[src/rtl/qwp_pkg.sv]
package qwp_pkg;
  localparam int QUAD_LANES = 4;

  typedef enum logic [1:0] {
    CL_NONE = 2'd0,
    CL_OLD  = 2'd1,
    CL_FULL = 2'd2
  } close_e;
endpackage

[src/rtl/qwp_ctrl.sv]
module qwp_ctrl
  import qwp_pkg::*;
#(
  parameter int QUADS  = 16,
  parameter int DRAW_W = 8,
  parameter int CNT_W  = 5,
  parameter int IDX_W  = 4
) (
  input  logic              clk,
  input  logic              rst_n,
  input  logic              in_valid,
  input  logic [DRAW_W-1:0] in_draw,
  input  logic              flush,
  input  logic              out_free,
  output logic              accept,
  output logic [IDX_W-1:0]  wr_idx,
  output close_e            close,
  output logic [CNT_W-1:0]  held_cnt,
  output logic              use_new,
  output logic [DRAW_W-1:0] wave_draw,
  output logic [DRAW_W-1:0] pend_draw
);
  localparam logic [CNT_W-1:0] LAST = CNT_W'(QUADS - 1);

  logic [CNT_W-1:0]  cnt_q, cnt_d;
  logic [DRAW_W-1:0] draw_q, draw_d;
  logic              pending, cut;

  assign accept  = in_valid & out_free;
  assign pending = (cnt_q != '0);
  // a cut closes the quads already held, before any quad arriving now
  assign cut     = pending & (flush | (accept & (in_draw != draw_q)));

  always_comb begin
    cnt_d  = cnt_q;
    draw_d = draw_q;
    close  = CL_NONE;
    wr_idx = cnt_q[IDX_W-1:0];
    if (out_free) begin
      if (cut) begin
        close  = CL_OLD;
        wr_idx = '0;
        if (accept) begin
          cnt_d  = CNT_W'(1);
          draw_d = in_draw;
        end else begin
          cnt_d = '0;
        end
      end else if (accept) begin
        draw_d = in_draw;
        if (cnt_q == LAST) begin
          close = CL_FULL;
          cnt_d = '0;
        end else begin
          cnt_d = cnt_q + CNT_W'(1);
        end
      end
    end
  end

  assign use_new   = (close == CL_FULL);
  assign held_cnt  = cnt_q;
  assign wave_draw = (close == CL_OLD) ? draw_q : in_draw;
  assign pend_draw = draw_q;

  always_ff @(posedge clk or negedge rst_n) begin
    if (!rst_n) begin
      cnt_q  <= '0;
      draw_q <= '0;
    end else begin
      cnt_q  <= cnt_d;
      draw_q <= draw_d;
    end
  end

  AST_NO_OVERFLOW: assert property (@(posedge clk) disable iff (!rst_n)
    cnt_q <= LAST);

  AST_FLUSH_EMPTY_SILENT: assert property (@(posedge clk) disable iff (!rst_n)
    (cnt_q == '0 && !accept) |-> close == CL_NONE);
endmodule

[src/rtl/qwp_slot_array.sv]
module qwp_slot_array #(
  parameter int QUADS = 16,
  parameter int POS_W = 16,
  parameter int CNT_W = 5,
  parameter int IDX_W = 4
) (
  input  logic                     clk,
  input  logic                     rst_n,
  input  logic                     we,
  input  logic [IDX_W-1:0]         wr_idx,
  input  logic [POS_W-1:0]         in_x,
  input  logic [POS_W-1:0]         in_y,
  input  logic [3:0]               in_cov,
  input  logic [CNT_W-1:0]         held_cnt,
  input  logic                     use_new,
  output logic [QUADS*2*POS_W-1:0] wave_pos,
  output logic [QUADS*4-1:0]       wave_exec,
  output logic [QUADS*4-1:0]       wave_cov,
  output logic [CNT_W-1:0]         wave_quads
);
  localparam int GRP_W = 2 * POS_W;

  for (genvar q = 0; q < QUADS; q++) begin : g_slot
    logic [POS_W-1:0] sx, sy;
    logic [3:0]       sc;
    logic             from_old, from_new;

    always_ff @(posedge clk or negedge rst_n) begin
      if (!rst_n) begin
        sx <= '0;
        sy <= '0;
        sc <= '0;
      end else if (we && wr_idx == IDX_W'(q)) begin
        sx <= in_x;
        sy <= in_y;
        sc <= in_cov;
      end
    end

    assign from_old = (CNT_W'(q) < held_cnt);
    assign from_new = use_new && (CNT_W'(q) == held_cnt);

    always_comb begin
      wave_pos[q*GRP_W +: GRP_W] = '0;
      wave_exec[q*4 +: 4]        = '0;
      wave_cov[q*4 +: 4]         = '0;
      if (from_old) begin
        wave_pos[q*GRP_W +: GRP_W] = {sy, sx};
        wave_exec[q*4 +: 4]        = 4'hF;
        wave_cov[q*4 +: 4]         = sc;
      end else if (from_new) begin
        wave_pos[q*GRP_W +: GRP_W] = {in_y, in_x};
        wave_exec[q*4 +: 4]        = 4'hF;
        wave_cov[q*4 +: 4]         = in_cov;
      end
    end
  end

  assign wave_quads = held_cnt + CNT_W'(use_new);
endmodule

[src/rtl/qwp_out_stage.sv]
module qwp_out_stage #(
  parameter int DRAW_W = 8,
  parameter int POS_BITS = 512,
  parameter int LANES = 64,
  parameter int CNT_W = 5
) (
  input  logic                clk,
  input  logic                rst_n,
  input  logic                load,
  input  logic [DRAW_W-1:0]   d_draw,
  input  logic [POS_BITS-1:0] d_pos,
  input  logic [LANES-1:0]    d_exec,
  input  logic [LANES-1:0]    d_cov,
  input  logic [CNT_W-1:0]    d_quads,
  input  logic                out_ready,
  output logic                out_valid,
  output logic                out_free,
  output logic [DRAW_W-1:0]   out_draw,
  output logic [POS_BITS-1:0] out_pos,
  output logic [LANES-1:0]    out_exec,
  output logic [LANES-1:0]    out_cov,
  output logic [CNT_W-1:0]    out_quads
);
  assign out_free = ~out_valid | out_ready;

  always_ff @(posedge clk or negedge rst_n) begin
    if (!rst_n) begin
      out_valid <= 1'b0;
      out_draw  <= '0;
      out_pos   <= '0;
      out_exec  <= '0;
      out_cov   <= '0;
      out_quads <= '0;
    end else if (load) begin
      out_valid <= 1'b1;
      out_draw  <= d_draw;
      out_pos   <= d_pos;
      out_exec  <= d_exec;
      out_cov   <= d_cov;
      out_quads <= d_quads;
    end else if (out_ready) begin
      out_valid <= 1'b0;
    end
  end

  AST_HOLD_STABLE: assert property (@(posedge clk) disable iff (!rst_n)
    (out_valid && !out_ready) |=> (out_valid && $stable(out_draw) && $stable(out_exec)
      && $stable(out_cov) && $stable(out_pos) && $stable(out_quads)));

  AST_NONEMPTY_WAVE: assert property (@(posedge clk) disable iff (!rst_n)
    out_valid |-> (out_exec != '0 && out_quads != '0));

  AST_COV_INSIDE_EXEC: assert property (@(posedge clk) disable iff (!rst_n)
    out_valid |-> ((out_cov & ~out_exec) == '0));
endmodule

[src/rtl/quad_wave_packer.sv]
module quad_wave_packer
  import qwp_pkg::*;
#(
  parameter int DRAW_W     = 8,
  parameter int POS_W      = 16,
  parameter int WAVE_LANES = 64
) (
  input  logic                                          clk,
  input  logic                                          rst_n,
  input  logic                                          in_valid,
  output logic                                          in_ready,
  input  logic [DRAW_W-1:0]                             in_draw,
  input  logic [POS_W-1:0]                              in_x,
  input  logic [POS_W-1:0]                              in_y,
  input  logic [3:0]                                    in_cov,
  input  logic                                          flush,
  output logic                                          out_valid,
  input  logic                                          out_ready,
  output logic [DRAW_W-1:0]                             out_draw,
  output logic [(WAVE_LANES/QUAD_LANES)*2*POS_W-1:0]    out_pos,
  output logic [WAVE_LANES-1:0]                         out_exec,
  output logic [WAVE_LANES-1:0]                         out_cov,
  output logic [$clog2(WAVE_LANES/QUAD_LANES+1)-1:0]    out_quads
);
  localparam int QUADS    = WAVE_LANES / QUAD_LANES;
  localparam int CNT_W    = $clog2(QUADS + 1);
  localparam int IDX_W    = $clog2(QUADS);
  localparam int POS_BITS = QUADS * 2 * POS_W;

  logic              out_free, accept, use_new;
  close_e            close;
  logic [IDX_W-1:0]  wr_idx;
  logic [CNT_W-1:0]  held_cnt, wave_quads;
  logic [DRAW_W-1:0] wave_draw, pend_draw;
  logic [POS_BITS-1:0]   wave_pos;
  logic [WAVE_LANES-1:0] wave_exec, wave_cov;

  assign in_ready = out_free;

  qwp_ctrl #(.QUADS(QUADS), .DRAW_W(DRAW_W), .CNT_W(CNT_W), .IDX_W(IDX_W)) u_ctrl (
    .clk(clk), .rst_n(rst_n), .in_valid(in_valid), .in_draw(in_draw), .flush(flush),
    .out_free(out_free), .accept(accept), .wr_idx(wr_idx), .close(close),
    .held_cnt(held_cnt), .use_new(use_new), .wave_draw(wave_draw), .pend_draw(pend_draw)
  );

  qwp_slot_array #(.QUADS(QUADS), .POS_W(POS_W), .CNT_W(CNT_W), .IDX_W(IDX_W)) u_slots (
    .clk(clk), .rst_n(rst_n), .we(accept), .wr_idx(wr_idx), .in_x(in_x), .in_y(in_y),
    .in_cov(in_cov), .held_cnt(held_cnt), .use_new(use_new), .wave_pos(wave_pos),
    .wave_exec(wave_exec), .wave_cov(wave_cov), .wave_quads(wave_quads)
  );

  qwp_out_stage #(.DRAW_W(DRAW_W), .POS_BITS(POS_BITS), .LANES(WAVE_LANES), .CNT_W(CNT_W)) u_out (
    .clk(clk), .rst_n(rst_n), .load(close != CL_NONE), .d_draw(wave_draw), .d_pos(wave_pos),
    .d_exec(wave_exec), .d_cov(wave_cov), .d_quads(wave_quads), .out_ready(out_ready),
    .out_valid(out_valid), .out_free(out_free), .out_draw(out_draw), .out_pos(out_pos),
    .out_exec(out_exec), .out_cov(out_cov), .out_quads(out_quads)
  );

  AST_FULL_SAME_EDGE: assert property (@(posedge clk) disable iff (!rst_n)
    (in_valid && in_ready && !flush && held_cnt == CNT_W'(QUADS - 1) && in_draw == pend_draw)
      |=> (out_valid && out_exec == '1));

  AST_DRAW_CHANGE_CLOSES: assert property (@(posedge clk) disable iff (!rst_n)
    (in_valid && in_ready && held_cnt != '0 && in_draw != pend_draw)
      |=> (out_valid && out_draw == $past(pend_draw) && out_quads == $past(held_cnt)));
endmodule

[config.mk]
export PLATFORM = sky130hd
export DESIGN_NAME = quad_wave_packer
export DESIGN_NICKNAME = d
export VERILOG_FILES = /design/src/rtl/qwp_pkg.sv /design/src/rtl/qwp_ctrl.sv /design/src/rtl/qwp_slot_array.sv /design/src/rtl/qwp_out_stage.sv /design/src/rtl/quad_wave_packer.sv
export SDC_FILE = /design/constraint.sdc
export NUM_CORES = 1
export LEC_CHECK = 0
export ABC_AREA = 0
export BUFFER_PORTS_ARGS = -buffer_cell sky130_fd_sc_hd__buf_4
export CORE_MARGIN = 5
export CORE_UTILIZATION = 45
export DETAILED_ROUTE_END_ITERATION = 10
export GPL_ROUTABILITY_DRIVEN = 0
export HOLD_SLACK_MARGIN = 0.08
export PLACE_DENSITY_LB_ADDON = 0.08
export SLEW_MARGIN = 20
export SYNTH_ARGS = -nofsm -noshare
export SYNTH_HDL_FRONTEND = slang
export SYNTH_SLANG_ARGS = --single-unit
[constraint.sdc]
create_clock -name clk -period 3.14 [get_ports clk]
set_input_delay 0.157 -clock clk [delete_from_list [all_inputs] [get_ports clk]]
set_output_delay 0.157 -clock clk [all_outputs]
set_load 0.03 [all_outputs]
======== Word-level counts from Yosys, hierarchy flattened ========
Index checks and enable logic that the tools add are counted.
word-level totals
  logic and storage cells ................. 263
  bits in registers ....................... 1243
  output and inout port bits .............. 655
cells by class
  equality and inequality tests ........... 34
  add/subtract/negate cells ............... 2
  bitwise gates (word level) .............. 6
  magnitude comparators ................... 16
  reductions and logical operators ........ 40
  muxes and demuxes ....................... 109
operators by type and width
  operator                                                                     count
  32-bit two-way mux                                                           32
  4-bit two-way mux                                                            66
  4-bit by 5-bit == test with 1-bit output, first input constant               8
  4-bit by 5-bit less-than comparator with 1-bit output, first input constant  8
  4-bit == test, second input constant                                         8
  1-bit logical AND                                                            32
  3-bit by 5-bit == test with 1-bit output, first input constant               4
  3-bit by 5-bit less-than comparator with 1-bit output, first input constant  4
  4-bit by 3-bit == test with 1-bit output, second input constant              4
  5-bit two-way mux                                                            3
  2-bit by 5-bit == test with 1-bit output, first input constant               2
  1-bit by 5-bit less-than comparator with 1-bit output, first input constant  2
  2-bit by 5-bit less-than comparator with 1-bit output, first input constant  2
  4-bit by 2-bit == test with 1-bit output, second input constant              2
  2-bit two-way mux                                                            4
  8-bit two-way mux                                                            1
  8-bit != test                                                                1
  2-bit nonzero test                                                           3
  5-bit by 1-bit adder with 5-bit output                                       1
  5-bit by 1-bit adder with 5-bit output, second input constant                1
  1-bit by 5-bit == test with 1-bit output, first input constant               1
  5-bit by 4-bit == test with 1-bit output, second input constant              1
  5-bit logical NOT                                                            1
  5-bit nonzero test                                                           1
  other kinds (9)                                                              15

======== Longest topological paths before layout ========
  depth in word-level cells ............... 12
  mapped depth ............................ 13

======== Hierarchy ========
A second synthesis with hierarchy kept.
second synthesis, totals
  cells, all modules ...................... 3905
  area total of the unflattened synthesis .. 54877.6 um2
modules (own cells, without submodules)
  module            times used  sequential area each (um2)  cells each  area an instance (um2)
  qwp_slot_array    1           14413.8                     2382        29311.9
  qwp_out_stage     1           16365.7                     1382        24493.5
  qwp_ctrl          1           325.3                       140         1066.0
  quad_wave_packer  1           0.0                         1           6.3

======== Worst setup path before layout ========
No wires, ideal clock.
  kind .................................... register to register
  start ................................... reg u_out.out_valid
  end ..................................... reg u_out.out_quads[4]
  arrival ................................. 3.034 ns
  setup slack ............................. -0.019 ns
  clock period less this slack ............ 3.159 ns
  stages on the path, launching flop included .. 14
  buffers on the path ..................... 4
  cells stage by stage .................... dfrtp_1 > nand2b_1 > clkbuf_1 > nand3_1 > nand4bb_1 > clkbuf_1 > clkbuf_1 > buf_1 > inv_1 > ha_1 > ha_1 > nand3_1 > xnor2_1 > mux2_2
on the way
  longest elaborated chain between the ends .. 10
  elaborated cells between the ends (all ways) .. 12
  those cells by class .................... add/sub (1); eq/ne (1); mux (3); bitwise (6); reduce/logical (1)
RTL lines
  element                                 RTL line                source
  start: declaration                      qwp_out_stage.sv:16     output logic out_valid,
  start signal: assignment                qwp_out_stage.sv:28     out_valid <= 1'b0;
  start signal: assignment                qwp_out_stage.sv:35     out_valid <= 1'b1;
  start signal: assignment                qwp_out_stage.sv:42     out_valid <= 1'b0;
  1-bit NOT *                             qwp_out_stage.sv:24     assign out_free = ~out_valid | out_ready;
  1-bit OR *                              qwp_out_stage.sv:24
  via in_ready                            quad_wave_packer.sv:11  output logic in_ready,
  1-bit bitwise AND                       qwp_ctrl.sv:29          assign accept = in_valid & out_free;
  1-bit bitwise AND                       qwp_ctrl.sv:32          assign cut = pending & (flush | (accept & (in_draw != draw_q)));
  1-bit OR                                qwp_ctrl.sv:32
  1-bit bitwise AND                       qwp_ctrl.sv:32
  2-bit two-way mux                       qwp_ctrl.sv:40          if (cut) begin
  2-bit two-way mux *                     qwp_ctrl.sv:39          if (out_free) begin
  2-bit == test                           qwp_ctrl.sv:61          assign use_new = (close == CL_FULL);
  5-bit by 1-bit adder with 5-bit output  qwp_slot_array.sv:59    assign wave_quads = held_cnt + CNT_W'(use_new);
  end signal: assignment                  qwp_out_stage.sv:40     out_quads <= d_quads;
  end: declaration                        qwp_out_stage.sv:22     output logic [CNT_W-1:0] out_quads
Mark *: on every way through the listed nets, which the timed path passes. The rest lies on a longest branch.
A chain may end at the register's enable or synchronous reset.

======== Worst setup path in the final report ========
  start ................................... reg u_ctrl.draw_q[3], in the netlist u_ctrl.pend_draw[3]
  end ..................................... reg u_slots.g_slot[6].sy[6]
on the way
  longest elaborated chain between the ends .. 8
RTL lines
  element                                   RTL line              source
  start: declaration                        qwp_ctrl.sv:26        logic [DRAW_W-1:0] draw_q, draw_d;
  start signal: assignment                  qwp_ctrl.sv:72        draw_q <= draw_d;
  8-bit != test                             qwp_ctrl.sv:32
  1-bit bitwise AND                         qwp_ctrl.sv:32
  1-bit OR                                  qwp_ctrl.sv:32
  1-bit bitwise AND                         qwp_ctrl.sv:32
  4-bit two-way mux                         qwp_ctrl.sv:40
  4-bit two-way mux                         qwp_ctrl.sv:39
  4-bit by 3-bit == test with 1-bit output  qwp_slot_array.sv:33  end else if (we && wr_idx == IDX_W'(q)) begin
  1-bit logical AND                         qwp_slot_array.sv:33
  end signal: assignment                    qwp_slot_array.sv:35  sy <= in_y;
  end: declaration                          qwp_slot_array.sv:24  logic [POS_W-1:0] sx, sy;
Every way passes these cells.

==> summary.txt <==
Pwr
  • Power per cell area: between 700 and 800 nW/um^2
  • Leakage: approximately 0.03 uW
  • Worst VDD drop: between 500 and 600 uV
  • Design Power: roughly 48000 uW

STA
  • Hold Slack: 0.235 ns
  • RSZ-0062 raised after global routing: no
  • Worst relative slew slack: 30.6%
  • Clock skew: between 0.02 and 0.025 ns
  • Final cycle utilization of the critical path: between 90% and 100%
  • Post-route minimum period: 2.86 ns
  • Post-Route Setup TNS: 0 ns
  • Pin slew with the least headroom to its limit: roughly 1.0 ns
  • Worst Slack Setup Final: around 0.28 ns
  • Final hold violation count: 0
  • Max Freq: 349 MHz
  • Final setup viols: 0
  • Slew Viols, Final: 0

Routing
  • DRC Markers: 0
  • Drt pass-1 iters: 5
  • Detailed-route via count: about 36000
  • Antenna viol nets, final: 0
  • Routed Wire Length: approximately 170 mm
  • DR WL/cell: approximately 28 um
  • Vias/cell: approximately 6
  • Initial DRC Count: ~2900

Synth
  • Ys Warns: 0
  • Post-Syn Area per Cell: between 10 and 15 sq um
  • Post-synth EDFFs: 0
  • Synth unique cells: 42
  • Synth Register Bits: between 1000 and 1500
  • Post-Syn Area: 48900 sq um
  • Synthesized instance count: about 4000
  • Top-area cell type share of the netlist area: between 60% and 70%
  • Syn nets: slightly above 4000
  • Leading area contributor after synthesis: dfrtp_1
  • FFs w/ async S/R, synth: between 90% and 100%
  • Synth Flop Type: dfrtp_1
  • Top cells by area in the synthesized netlist: dfrtp_1, mux2_2, nand4_1
  • Sequential area share after synthesis: 61.1%

Clocking
  • Hold-fix buffers, CTS: 49
  • Clock latency reported for the late side of the worst-skew pair: approximately 0.73 ns
  • Clock slew at reported path FFs: approximately 0.06 ns
  • H-tree Lvls: 4
  • CTS Sinks: ~1200
  • CTS resizes: 0
  • Total CTS buffers: 132
  • CTS tree: yes
  • Root Buffer: clkbuf_16
  • Clock Path Buffers: 3
  • Post-CTS Setup Bufs: 0

Critical path
  • CP Max Fanout: 36
  • Critical path required time: around 3.7 ns
  • Startpoint types: flip-flop
  • CP Capture Type: flip-flop
  • Critical path type: reg -> reg
  • CP Data Arrival Time: 3.46 ns

Layout
  • Share of cells above drive strength 1: between 30% and 40%
  • Register area: ~30000 sq um
  • NumNets Final: ~4700
  • Filler cells: 9295
  • Multi-input combinational cell area: around 17000 sq um
  • P&R area growth vs syn: 24.1%

Place
  • IO Port Bufs: between 700 and 800
  • DP HPWL: 104 mm
  • Place WS: between 0.3 and 0.4 ns

Global routing
  • Remaining Overflow, GRT: 0
  • Pin count of the biggest net entering global routing: 137
  • Vias in the first global route: 35752
  • Initial antenna violation count: 25
  • GR Util All Layers: 28.7%
  • First-pass GRT wire length: around 250 mm

Floorplan
  • DIE WIDTH: about 340 um
  • Initial Utilization: 45.1%
  • I/O pin cnt: 704
  • DIE HEIGHT: roughly 340 um
  • Core area: between 100000 and 150000 sq um
  • Die area: about 120000 sq um
  • FP Rows: about 120

Flow run
  • Max-Cap Viols: 0

Worst hold path
  • HP Class: in -> reg

Status
  • Status: completed
==> sequential cells by signal, summed over array words and instances, names as in the netlist, 5 cells and up <==
name,count
u_slots.g_slot.sy,256
u_out.out_cov,64
u_out.out_draw,8
u_slots.g_slot.sx,256
u_ctrl.pend_draw,8
u_out.out_exec,16
u_out.out_quads,5
u_out.out_pos,512
u_ctrl.held_cnt,5
u_slots.g_slot.sc,64
==> power by group <==
group / internal [uW] / leakage [uW] / switching, uW / total, uW
Clock: 9020 / 0.00207 / 6200 / 15200
Combinational: 4830 / 0.0109 / 8550 / 13400
Sequential: 17700 / 0.0163 / 1520 / 19200
Total: 31600 / 0.0292 / 16300 / 47800
==> worst max-delay path: stages (launching register included) <==
cell and delay [ns]:
dfrtp_1 0.40, xor2_1 0.18, nor4_1 0.65, buf_4 0.28
a21o_4 0.27, buf_4 0.22, nand4_4 0.11, buf_12 0.22
mux2_2 0.33
==> cell usage after synthesis, types with 11 or more instances <==
library cell	n
a2bb2oi_1	36
buf_1	32
buf_2	72
buf_4	63
clkbuf_1	264
dfrtp_1	1195
inv_1	11
mux2_1	46
mux2_2	663
nand2_1	476
nand3_1	43
nand4_1	437
nor2_1	17
nor2b_1	108
o21ai_0	435
or3_1	40
==> placed cells by master, fill, tap and decap left out, types with 7 or more instances in the layout <==
| cell type | count |
|---|---|
| o21ai_0 | 435 |
| clkbuf_1 | 32 |
| or3_1 | 39 |
| nand4_4 | 7 |
| buf_4 | 773 |
| xor2_1 | 10 |
| clkinv_2 | 12 |
| mux2_2 | 663 |
| nand4_1 | 437 |
| nand3_1 | 40 |
| nor2_1 | 17 |
| mux2_1 | 46 |
| dfrtp_1 | 1194 |
| or2_2 | 10 |
| nor2b_1 | 108 |
| a2bb2oi_1 | 36 |
| clkbuf_16 | 136 |
| o221a_2 | 8 |
| buf_12 | 66 |
| nand2_1 | 476 |
| inv_1 | 11 |
| dlygate4sd3_1 | 48 |
| nand2b_1 | 7 |
| clkbuf_8 | 30 |
==> final timing paths <==
kind	startpoint	to	slack [ns]	cells after the start
max	u_ctrl.pend_draw[3]$_DFFE_PN0P_	u_slots.g_slot[6].sy[6]$_DFFE_PN0P_	0.28	8
min	in_draw[2]	u_ctrl.pend_draw[2]$_DFFE_PN0P_	0.23	3
max reg2reg	u_ctrl.pend_draw[3]$_DFFE_PN0P_	u_slots.g_slot[6].sy[6]$_DFFE_PN0P_	0.28	8
min reg2reg	u_out.out_pos[283]$_DFFE_PN0P_	u_out.out_pos[283]$_DFFE_PN0P_	0.49	1
max in group asynchronous	rst_n	u_ctrl.held_cnt[4]$_DFFE_PN0P_	2.13	4
min in group asynchronous	rst_n	u_slots.g_slot[2].sc[1]$_DFFE_PN0P_	0.26	3
==> logic make-up after synthesis <==
kind of cell,synth area share [%]
compound gates,5.48
xor+xnor,0.215
fa+ha+maj,0.102
buf+inv,4.13
flops,61.1
mux,16.4
simple gates,12.6
==> metal layers <==
metal / global-route usage (%) / vias to the layer above / wire length [um]
met5: 0 / - / 17
met4: 10.4 / 2 / 6420
met3: 6.65 / 268 / 12800
met2: 45.7 / 1362 / 79600
met1: 38.8 / 18640 / 70300
li1: - / 15443 / -
==> stage by stage <==
step                std cells  utilization [%]  cell area [sq um]
floorplan                4034                -              48900
global placement         5853             51.7              56000
detailed placement       5853             51.7              56000
CTS                      6124             56.0              60700
global route             6125             56.0              60700
finish                   6129             56.0              60700
==> final cells by class <==
cell class	instances	area share, %
clock inverter	24	0.453
inverter	11	0.0680
tap	1414	2.91
multi-input combinational	2394	28.3
sequential	1195	49.2
clock buffer	198	6.48
antenna	5	0.0206
timing repair buffer	888	12.6
Power figures use the tool's default switching activity.
